--- src/rtl/lq_pkg.sv ---
package lq_pkg;
  typedef enum logic {
    SC_IDLE = 1'b0,
    SC_WALK = 1'b1
  } lq_scan_e;
endpackage

--- src/rtl/lq_entries.sv ---
module lq_entries #(
  parameter int PSIZE  = 5,
  parameter int IW     = 3,
  parameter int SEQ_W  = 8,
  parameter int ADDR_W = 16,
  parameter int TW     = 4
) (
  input  logic              clk,
  input  logic              rst_n,
  input  logic              alloc_we,
  input  logic [IW-1:0]     wr_idx,
  input  logic [SEQ_W-1:0]  wr_seq,
  input  logic [TW-1:0]     wr_tag,
  input  logic              exec_we,
  input  logic [IW-1:0]     exec_idx,
  input  logic [ADDR_W-1:0] exec_addr,
  input  logic [IW-1:0]     rd_head_idx,
  output logic [SEQ_W-1:0]  rd_head_seq,
  input  logic [IW-1:0]     rd_last_idx,
  output logic [SEQ_W-1:0]  rd_last_seq,
  input  logic [IW-1:0]     rd_scan_idx,
  output logic [SEQ_W-1:0]  rd_scan_seq,
  output logic [ADDR_W-1:0] rd_scan_addr,
  output logic              rd_scan_exec,
  output logic [TW-1:0]     rd_scan_tag
);
  logic [SEQ_W-1:0]  seq_a  [PSIZE];
  logic [ADDR_W-1:0] addr_a [PSIZE];
  logic [TW-1:0]     tag_a  [PSIZE];
  logic              exe_a  [PSIZE];

  for (genvar i = 0; i < PSIZE; i++) begin : g_slot
    logic              hit_alloc, hit_exec;
    logic [SEQ_W-1:0]  seq_r;
    logic [ADDR_W-1:0] addr_r;
    logic [TW-1:0]     tag_r;
    logic              exe_r;

    assign hit_alloc = alloc_we && (wr_idx == IW'(i));
    assign hit_exec  = exec_we && (exec_idx == IW'(i)) && !hit_alloc;

    always_ff @(posedge clk or negedge rst_n) begin
      if (!rst_n)         exe_r <= 1'b0;
      else if (hit_alloc) exe_r <= 1'b0;
      else if (hit_exec)  exe_r <= 1'b1;
    end

    always_ff @(posedge clk) begin
      if (hit_alloc) begin
        seq_r <= wr_seq;
        tag_r <= wr_tag;
      end
      if (hit_exec) addr_r <= exec_addr;
    end

    assign seq_a[i]  = seq_r;
    assign addr_a[i] = addr_r;
    assign tag_a[i]  = tag_r;
    assign exe_a[i]  = exe_r;
  end

  assign rd_head_seq  = seq_a[rd_head_idx];
  assign rd_last_seq  = seq_a[rd_last_idx];
  assign rd_scan_seq  = seq_a[rd_scan_idx];
  assign rd_scan_addr = addr_a[rd_scan_idx];
  assign rd_scan_exec = exe_a[rd_scan_idx];
  assign rd_scan_tag  = tag_a[rd_scan_idx];
endmodule

--- src/rtl/lq_scan.sv ---
module lq_scan
  import lq_pkg::*;
#(
  parameter int PSIZE      = 5,
  parameter int IW         = 3,
  parameter int SEQ_W      = 8,
  parameter int ADDR_W     = 16,
  parameter int TW         = 4,
  parameter int LINE_SHIFT = 8
) (
  input  logic              clk,
  input  logic              rst_n,
  input  logic [IW-1:0]     tail,
  input  logic              chk_valid,
  input  logic [IW-1:0]     chk_start,
  input  logic [ADDR_W-1:0] chk_addr,
  output logic [IW-1:0]     scan_idx,
  input  logic [SEQ_W-1:0]  ent_seq,
  input  logic [ADDR_W-1:0] ent_addr,
  input  logic              ent_exec,
  input  logic [TW-1:0]     ent_tag,
  input  logic              viol_read,
  output logic              chk_busy,
  output logic              chk_done,
  output logic              chk_fault,
  output logic              viol_valid,
  output logic [IW-1:0]     viol_idx,
  output logic [SEQ_W-1:0]  viol_seq,
  output logic [TW-1:0]     viol_sqtag
);
  lq_scan_e          st_q, st_nx;
  logic [IW-1:0]     ptr_q, ptr_nx;
  logic [ADDR_W-1:0] key_q, key_nx;
  logic              done_q, done_nx, flt_q, flt_nx;
  logic              vv_q, vv_nx;
  logic [IW-1:0]     vidx_q, vidx_nx;
  logic [SEQ_W-1:0]  vseq_q, vseq_nx;
  logic [TW-1:0]     vtag_q, vtag_nx;

  function automatic logic [IW-1:0] ring_inc(input logic [IW-1:0] x);
    return (x == IW'(PSIZE-1)) ? '0 : x + 1'b1;
  endfunction

  always_comb begin
    st_nx   = st_q;
    ptr_nx  = ptr_q;
    key_nx  = key_q;
    done_nx = 1'b0;
    flt_nx  = 1'b0;
    vv_nx   = vv_q;
    vidx_nx = vidx_q;
    vseq_nx = vseq_q;
    vtag_nx = vtag_q;
    if (viol_read && vv_q) vv_nx = 1'b0;
    case (st_q)
      SC_IDLE: begin
        if (chk_valid) begin
          if (vv_q) begin
            done_nx = 1'b1;
          end else begin
            st_nx  = SC_WALK;
            ptr_nx = chk_start;
            key_nx = chk_addr >> LINE_SHIFT;
          end
        end
      end
      SC_WALK: begin
        if (ptr_q == tail) begin
          st_nx   = SC_IDLE;
          done_nx = 1'b1;
        end else if (ent_exec && ((ent_addr >> LINE_SHIFT) == key_q)) begin
          st_nx   = SC_IDLE;
          done_nx = 1'b1;
          flt_nx  = 1'b1;
          vv_nx   = 1'b1;
          vidx_nx = ptr_q;
          vseq_nx = ent_seq;
          vtag_nx = ent_tag;
        end else begin
          ptr_nx = ring_inc(ptr_q);
        end
      end
      default: st_nx = SC_IDLE;
    endcase
  end

  always_ff @(posedge clk or negedge rst_n) begin
    if (!rst_n) begin
      st_q   <= SC_IDLE;
      ptr_q  <= '0;
      key_q  <= '0;
      done_q <= 1'b0;
      flt_q  <= 1'b0;
      vv_q   <= 1'b0;
      vidx_q <= '0;
      vseq_q <= '0;
      vtag_q <= '0;
    end else begin
      st_q   <= st_nx;
      ptr_q  <= ptr_nx;
      key_q  <= key_nx;
      done_q <= done_nx;
      flt_q  <= flt_nx;
      vv_q   <= vv_nx;
      vidx_q <= vidx_nx;
      vseq_q <= vseq_nx;
      vtag_q <= vtag_nx;
    end
  end

  assign scan_idx   = ptr_q;
  assign chk_busy   = (st_q == SC_WALK);
  assign chk_done   = done_q;
  assign chk_fault  = flt_q;
  assign viol_valid = vv_q;
  assign viol_idx   = vidx_q;
  assign viol_seq   = vseq_q;
  assign viol_sqtag = vtag_q;

  // a fault always comes with done and a held violator
  p_fault_latched_r10: assert property (@(posedge clk) disable iff (!rst_n)
    chk_fault |-> (chk_done && viol_valid));
  // violator stays until read
  p_viol_sticky_r11: assert property (@(posedge clk) disable iff (!rst_n)
    (viol_valid && !viol_read) |=> (viol_valid && $stable(viol_idx) && $stable(viol_seq)));
  // the walk is over when done is reported
  p_done_idle_r7: assert property (@(posedge clk) disable iff (!rst_n)
    chk_done |-> !chk_busy);
endmodule

--- src/rtl/lq_order_queue.sv ---
module lq_order_queue #(
  parameter int DEPTH      = 4,
  parameter int SEQ_W      = 8,
  parameter int ADDR_W     = 16,
  parameter int SQ_IDX_W   = 3,
  parameter int LINE_SHIFT = 8,
  localparam int PSIZE     = DEPTH + 1,
  localparam int IW        = $clog2(PSIZE),
  localparam int TW        = SQ_IDX_W + 1
) (
  input  logic              clk,
  input  logic              rst_n,
  input  logic              alloc_valid,
  input  logic [SEQ_W-1:0]  alloc_seq,
  input  logic              sq_empty,
  input  logic [SQ_IDX_W-1:0] sq_tail,
  output logic [IW-1:0]     alloc_idx,
  output logic              full,
  output logic [IW-1:0]     free_count,
  input  logic              exec_valid,
  input  logic [IW-1:0]     exec_idx,
  input  logic [ADDR_W-1:0] exec_addr,
  input  logic              commit_valid,
  input  logic [SEQ_W-1:0]  commit_seq,
  input  logic              squash_valid,
  input  logic [SEQ_W-1:0]  squash_seq,
  input  logic              chk_valid,
  input  logic [IW-1:0]     chk_start,
  input  logic [ADDR_W-1:0] chk_addr,
  output logic              chk_busy,
  output logic              chk_done,
  output logic              chk_fault,
  output logic              viol_valid,
  output logic [IW-1:0]     viol_idx,
  output logic [SEQ_W-1:0]  viol_seq,
  output logic [TW-1:0]     viol_sqtag,
  input  logic              viol_read
);
  logic [1:0]        rsync_q;
  logic              rst_s;
  logic [IW-1:0]     head_q, head_nx, tail_q, tail_nx, last_idx, scan_idx;
  logic [IW:0]       occ;
  logic              empty, al_do, cm_do, sq_do;
  logic [SEQ_W-1:0]  head_seq, last_seq, scan_seq;
  logic [ADDR_W-1:0] scan_addr;
  logic              scan_exec;
  logic [TW-1:0]     scan_tag, new_tag;

  always_ff @(posedge clk or negedge rst_n) begin
    if (!rst_n) rsync_q <= '0;
    else        rsync_q <= {rsync_q[0], 1'b1};
  end
  assign rst_s = rsync_q[1];

  function automatic logic [IW-1:0] ring_inc(input logic [IW-1:0] x);
    return (x == IW'(PSIZE-1)) ? '0 : x + 1'b1;
  endfunction
  function automatic logic [IW-1:0] ring_dec(input logic [IW-1:0] x);
    return (x == '0) ? IW'(PSIZE-1) : x - 1'b1;
  endfunction

  always_comb begin
    if (tail_q >= head_q) occ = {1'b0, tail_q} - {1'b0, head_q};
    else                  occ = {1'b0, tail_q} + (IW+1)'(PSIZE) - {1'b0, head_q};
  end
  assign empty      = (occ == '0);
  assign full       = (occ == (IW+1)'(DEPTH));
  assign free_count = IW'((IW+1)'(DEPTH) - occ);
  assign last_idx   = ring_dec(tail_q);
  assign new_tag    = sq_empty ? {1'b1, {SQ_IDX_W{1'b0}}} : {1'b0, sq_tail};

  assign sq_do = squash_valid && !empty && (last_seq > squash_seq);
  assign cm_do = commit_valid && !squash_valid && !empty && (head_seq <= commit_seq);
  assign al_do = alloc_valid && !squash_valid && !full;

  always_comb begin
    tail_nx = tail_q;
    head_nx = head_q;
    if (sq_do)      tail_nx = last_idx;
    else if (al_do) tail_nx = ring_inc(tail_q);
    if (cm_do)      head_nx = ring_inc(head_q);
  end

  always_ff @(posedge clk or negedge rst_s) begin
    if (!rst_s) begin
      head_q <= '0;
      tail_q <= '0;
    end else begin
      head_q <= head_nx;
      tail_q <= tail_nx;
    end
  end
  assign alloc_idx = tail_q;

  lq_entries #(.PSIZE(PSIZE), .IW(IW), .SEQ_W(SEQ_W), .ADDR_W(ADDR_W), .TW(TW)) u_entries (
    .clk(clk), .rst_n(rst_s),
    .alloc_we(al_do), .wr_idx(tail_q), .wr_seq(alloc_seq), .wr_tag(new_tag),
    .exec_we(exec_valid), .exec_idx(exec_idx), .exec_addr(exec_addr),
    .rd_head_idx(head_q), .rd_head_seq(head_seq),
    .rd_last_idx(last_idx), .rd_last_seq(last_seq),
    .rd_scan_idx(scan_idx), .rd_scan_seq(scan_seq), .rd_scan_addr(scan_addr),
    .rd_scan_exec(scan_exec), .rd_scan_tag(scan_tag)
  );

  lq_scan #(.PSIZE(PSIZE), .IW(IW), .SEQ_W(SEQ_W), .ADDR_W(ADDR_W), .TW(TW),
            .LINE_SHIFT(LINE_SHIFT)) u_scan (
    .clk(clk), .rst_n(rst_s), .tail(tail_q),
    .chk_valid(chk_valid), .chk_start(chk_start), .chk_addr(chk_addr),
    .scan_idx(scan_idx), .ent_seq(scan_seq), .ent_addr(scan_addr),
    .ent_exec(scan_exec), .ent_tag(scan_tag), .viol_read(viol_read),
    .chk_busy(chk_busy), .chk_done(chk_done), .chk_fault(chk_fault),
    .viol_valid(viol_valid), .viol_idx(viol_idx), .viol_seq(viol_seq),
    .viol_sqtag(viol_sqtag)
  );

  // a full queue ignores allocation
  p_no_overflow_r3: assert property (@(posedge clk) disable iff (!rst_s)
    (alloc_valid && full && !squash_valid) |=> $stable(alloc_idx));
  // a qualifying commit frees exactly one slot
  p_commit_frees_r5: assert property (@(posedge clk) disable iff (!rst_s)
    (commit_valid && !squash_valid && !alloc_valid && !empty && head_seq <= commit_seq)
    |=> (free_count == $past(free_count) + 1'b1));
  // a qualifying squash frees exactly one slot
  p_squash_frees_r6: assert property (@(posedge clk) disable iff (!rst_s)
    (squash_valid && !empty && last_seq > squash_seq)
    |=> (free_count == $past(free_count) + 1'b1));
  // free count never exceeds the configured depth
  p_free_bound_r12: assert property (@(posedge clk) disable iff (!rst_s)
    free_count <= IW'(DEPTH));
endmodule

--- config.mk ---
export PLATFORM = sky130hd
export DESIGN_NAME = lq_order_queue
export DESIGN_NICKNAME = d
export VERILOG_FILES = /design/src/rtl/lq_pkg.sv /design/src/rtl/lq_entries.sv /design/src/rtl/lq_scan.sv /design/src/rtl/lq_order_queue.sv
export SDC_FILE = /design/constraint.sdc
export NUM_CORES = 1
export LEC_CHECK = 0
export BUFFER_PORTS_ARGS = -buffer_cell sky130_fd_sc_hd__buf_4
export CELL_PAD_IN_SITES_DETAIL_PLACEMENT = 2
export CELL_PAD_IN_SITES_GLOBAL_PLACEMENT = 2
export CORE_AREA = 2 2 188 98
export CTS_BUF_LIST = sky130_fd_sc_hd__clkbuf_8
export DETAILED_ROUTE_END_ITERATION = 6
export DIE_AREA = 0 0 190 100
export GPL_ROUTABILITY_DRIVEN = 0
export MAX_ROUTING_LAYER = met4
export PLACE_DENSITY_LB_ADDON = 0.1
export SYNTH_ARGS = -nofsm -noshare
export SYNTH_HDL_FRONTEND = slang
export SYNTH_SLANG_ARGS = --single-unit
--- constraint.sdc ---
create_clock -name clk -period 5.35 [get_ports clk]
set_input_delay 1.07 -clock clk [delete_from_list [all_inputs] [get_ports clk]]
set_output_delay 1.07 -clock clk [all_outputs]
set_load 0.01 [all_outputs]
==> metrics.md <==
| Metric | Value |
|---|---|
| Most used DFF post-synth | edfxtp_1 |
| WL/cell | 26.2 microns |
| Worst Hold Class | reg2reg |
| Hold Path Depth | 0 |
| DR WL met2 | 11.1 mm |
| Slew HR | between 20% and 30% |
| Number of I/O port buffers | a little over 80 |
| I/O pin cnt | 100 |
| Initial detailed-routing violation count | 421 |
| TritonCTS Buffers | 17 |
| Initial antenna violation count | 0 |
| GRT overflow | 0 |
| HP Start | rsync_q[0] |
| Post-Syn Area | between 7000 and 8000 sq um |
| # Post-CTS Setup Buffers | 0 |
| # DRC | 0 |
| Cell area after layout | approximately 8900 sq um |
| Worst path required time | 4.28 ns |
| P_leak | around 3.6 nW |
| Fin crit period | 4.84 ns |
| RSZ-0062 raised after global routing | no |
| N_diodes | 0 |
| Fin Clk Skew | roughly 0.013 ns |
| VDD IR-drop max | around 0.40 mV |
| Final wirelength | around 24 mm |
| FILL cells | between 1500 and 2000 |
| Vias in the first global route | ~6000 |
| Area of the multi-input gates | between 3000 and 4000 sq um |
| Setup crit end kind | output port |
| CTS root buf | clkbuf_8 |
| Part of the cycle the worst path needs | 90.5% |
| Syn Inst Count | ~580 |
| Yosys top cell by area | edfxtp_1 |
| CP startpoint kind | register |
| Reg-to-Reg End | alloc_idx[2] |
| Layout Nets | slightly below 800 |
| Vias | 5400 |
| Die boundary height | roughly 100 microns |
| Mean Syn Cell Area | roughly 13 sq um |
| Bufs on Longest Clock Path | 2 |
| Routed met1 length | between 10 and 15 mm |
| Core area | ~18000 sq um |
| Pins Over Slew Limit | 0 |
| Clk slew on worst S/H paths | around 0.080 ns |
| Slew @ Worst Pin | between 1 and 1.5 ns |
| Row count | 35 |
| Status | complete, no violations |
| Critical path arrival | approximately 3.8 ns |
| Flop2flop setup slack | roughly 0.73 ns |
| Yosys top cell area share | roughly 40% |
| Top sig layer | met4 |
| Die area | around 19000 sq um |
| Largest net degree at the start of global routing | 42 |
| CTS tree | yes |
| Fmax | roughly 210 MHz |
| Dpl cells | 898 |
| Die Wd | ~190 microns |
| Reg area | slightly above 4000 sq um |
| Final worst-path setup slack | between 0.5 and 0.6 ns |
| Critical R2R Launch | alloc_idx[0] |
| Number of synthesized flops with an enable pin | 100 |
| Hold EP | rsync_q[1] |
| Commonest non-fill, non-tap cells in the layout | 105 x buf_4, 100 x edfxtp_1, 52 x inv_1, 41 x dfrtp_1, 38 x a21oi_1 |
| Commonest non-fill, non-tap cell in the layout | buf_4 |
| Placed cell area | roughly 8500 sq um |
| Fin Setup TNS | 0 ns |
| Top cells by area, synth | edfxtp_1 40%, dfrtp_1 14%, mux4_2 6.0%, ha_1 5.7%, mux2_2 3.0% |
| Clock latency on the worst-skew pair | 0.46 ns |
| Worst-path fanout max | 7 |
| Fraction of registers with async set/reset | between 30 and 40% |
| Post-CTS sizing | 0 |
| DR WL met3 | about 1.6 mm |
| Reg2reg path depth | 14 |
| Worst slack at placement | roughly 0.75 ns |
| Final setup vio count | 0 |
| Share of post-route cells with drive strength above 1 | 28.6% |
| Max-capacitance violation count | 0 |
| Detailed placement HPWL | ~17 mm |
| Post-CTS Hold Fix Bufs | 0 |
| Crit path kind | reg2out |
| Starting Density | between 40% and 50% |
| Area grow syn2layout | 19.0% |
| Drt pass-1 iters | 5 |
| Via/cell ratio | roughly 5.8 |
| Non-filler instance count after layout | 930 |
| Final Hold Vio Count | 0 |
| First-pass GRT wire length | ~37 mm |
| Yosys Warn Count | 0 |
| Clock sinks | 143 |
| Distinct cells, synth | 60 |
| Synthesized flop and latch total | between 100 and 150 |
| Post-route antenna net violation count | 0 |
| Final hold slack | about 0.36 ns |
| Htree depth | 4 |
| Pwr Density | between 500 and 600 nW/um^2 |
| Sequential area share after synthesis | a little over half |
| Syn Nets | 687 |
| Total track usage | between 20% and 30% |
## stage by stage
step | util (%) | power, W
3_5_place_dp | 48.0 | 0.00429
3_3_place_gp | 48.0 | 0.00409
4_1_cts | 50.4 | 0.00528
2_1_floorplan | - | 0.00331
5_1_grt | 50.4 | 0.00562
6_report | 50.4 | 0.00525
## sequential cells by signal, indices dropped and copies added, names as in the netlist, 4 cells and up
signal	count
u_entries.g_slot.seq_r	40
u_scan.viol_seq	8
u_entries.g_slot.tag_r	20
u_entries.g_slot.addr_r	40
u_scan.key_q	8
u_scan.viol_sqtag	4
u_entries.g_slot.exe_r	5
## layout make-up
| cell class | instances | area share (%) |
|---|---|---|
| timing repair buffer | 105 | 8.87 |
| tap | 240 | 3.38 |
| inverter | 51 | 2.15 |
| clock inverter | 13 | 1.84 |
| sequential | 143 | 45.9 |
| clock buffer | 19 | 2.94 |
| multi-input combinational | 359 | 34.9 |
## power breakdown
part	internal, W	switching (W)	total, W
Clock	0.000488	0.000458	0.000946
Combinational	0.00116	0.00159	0.00275
Sequential	0.00134	0.000217	0.00156
Total	0.00299	0.00226	0.00525
## cell usage after synthesis (all sizes together) (8+ instances only)
library cell / instances
a21oi: 38
a22oi: 11
buf: 8
clkbuf: 15
dfrtp: 43
edfxtp: 100
ha: 34
inv: 51
mux2: 30
mux2i: 17
mux4: 22
nand2: 28
nor2: 21
nor2b: 14
o21ai: 31
xnor2: 10
## metal layers
layer,global-route usage [%],vias to the layer above
li1,-,2355
met2,42.7,199
met4,7.57,0
met5,-,-
met1,38.4,2819
met3,6.36,27
## logic make-up (layout without fill, tap and decap cells)
logic type,count (synthesis),count (layout),share of synthesized area (%)
buf+inv,74,188,4.07
other cells,1,1,0.0502
xor+xnor,13,13,1.52
flops,143,143,54.6
simple gates,112,112,8.47
compound gates,127,127,10.8
fa+ha+maj,37,37,6.50
mux,69,69,14.0
## worst max path at each step
stage                 startpoint                        endpoint  slack (ns)  cells past startpoint
finish              alloc_idx[0]                            full        0.51                     13
floorplan           alloc_idx[0]  u_entries.g_slot[2].addr_r[10]        0.83                     14
detailed placement  alloc_idx[0]  u_entries.g_slot[2].addr_r[14]        0.75                     17
global placement    alloc_idx[0]  u_entries.g_slot[2].addr_r[14]        0.95                     17
CTS                 alloc_idx[0]                            full        0.46                     13
global route        alloc_idx[0]                            full        0.19                     13
## worst max-delay path, cell delays in order, from the launching register on
cell and delay (ns):
dfrtp_1 0.54, inv_1 0.22, ha_1 0.26, inv_1 0.07, fa_1 0.16, inv_1 0.05, fa_1 0.46, nand2_1 0.20
mux2i_1 0.21, ha_1 0.25, o31ai_1 0.10, o32ai_1 0.44, nor2b_1 0.22, buf_4 0.14
Note: power is estimated with default switching activity, not from simulation.
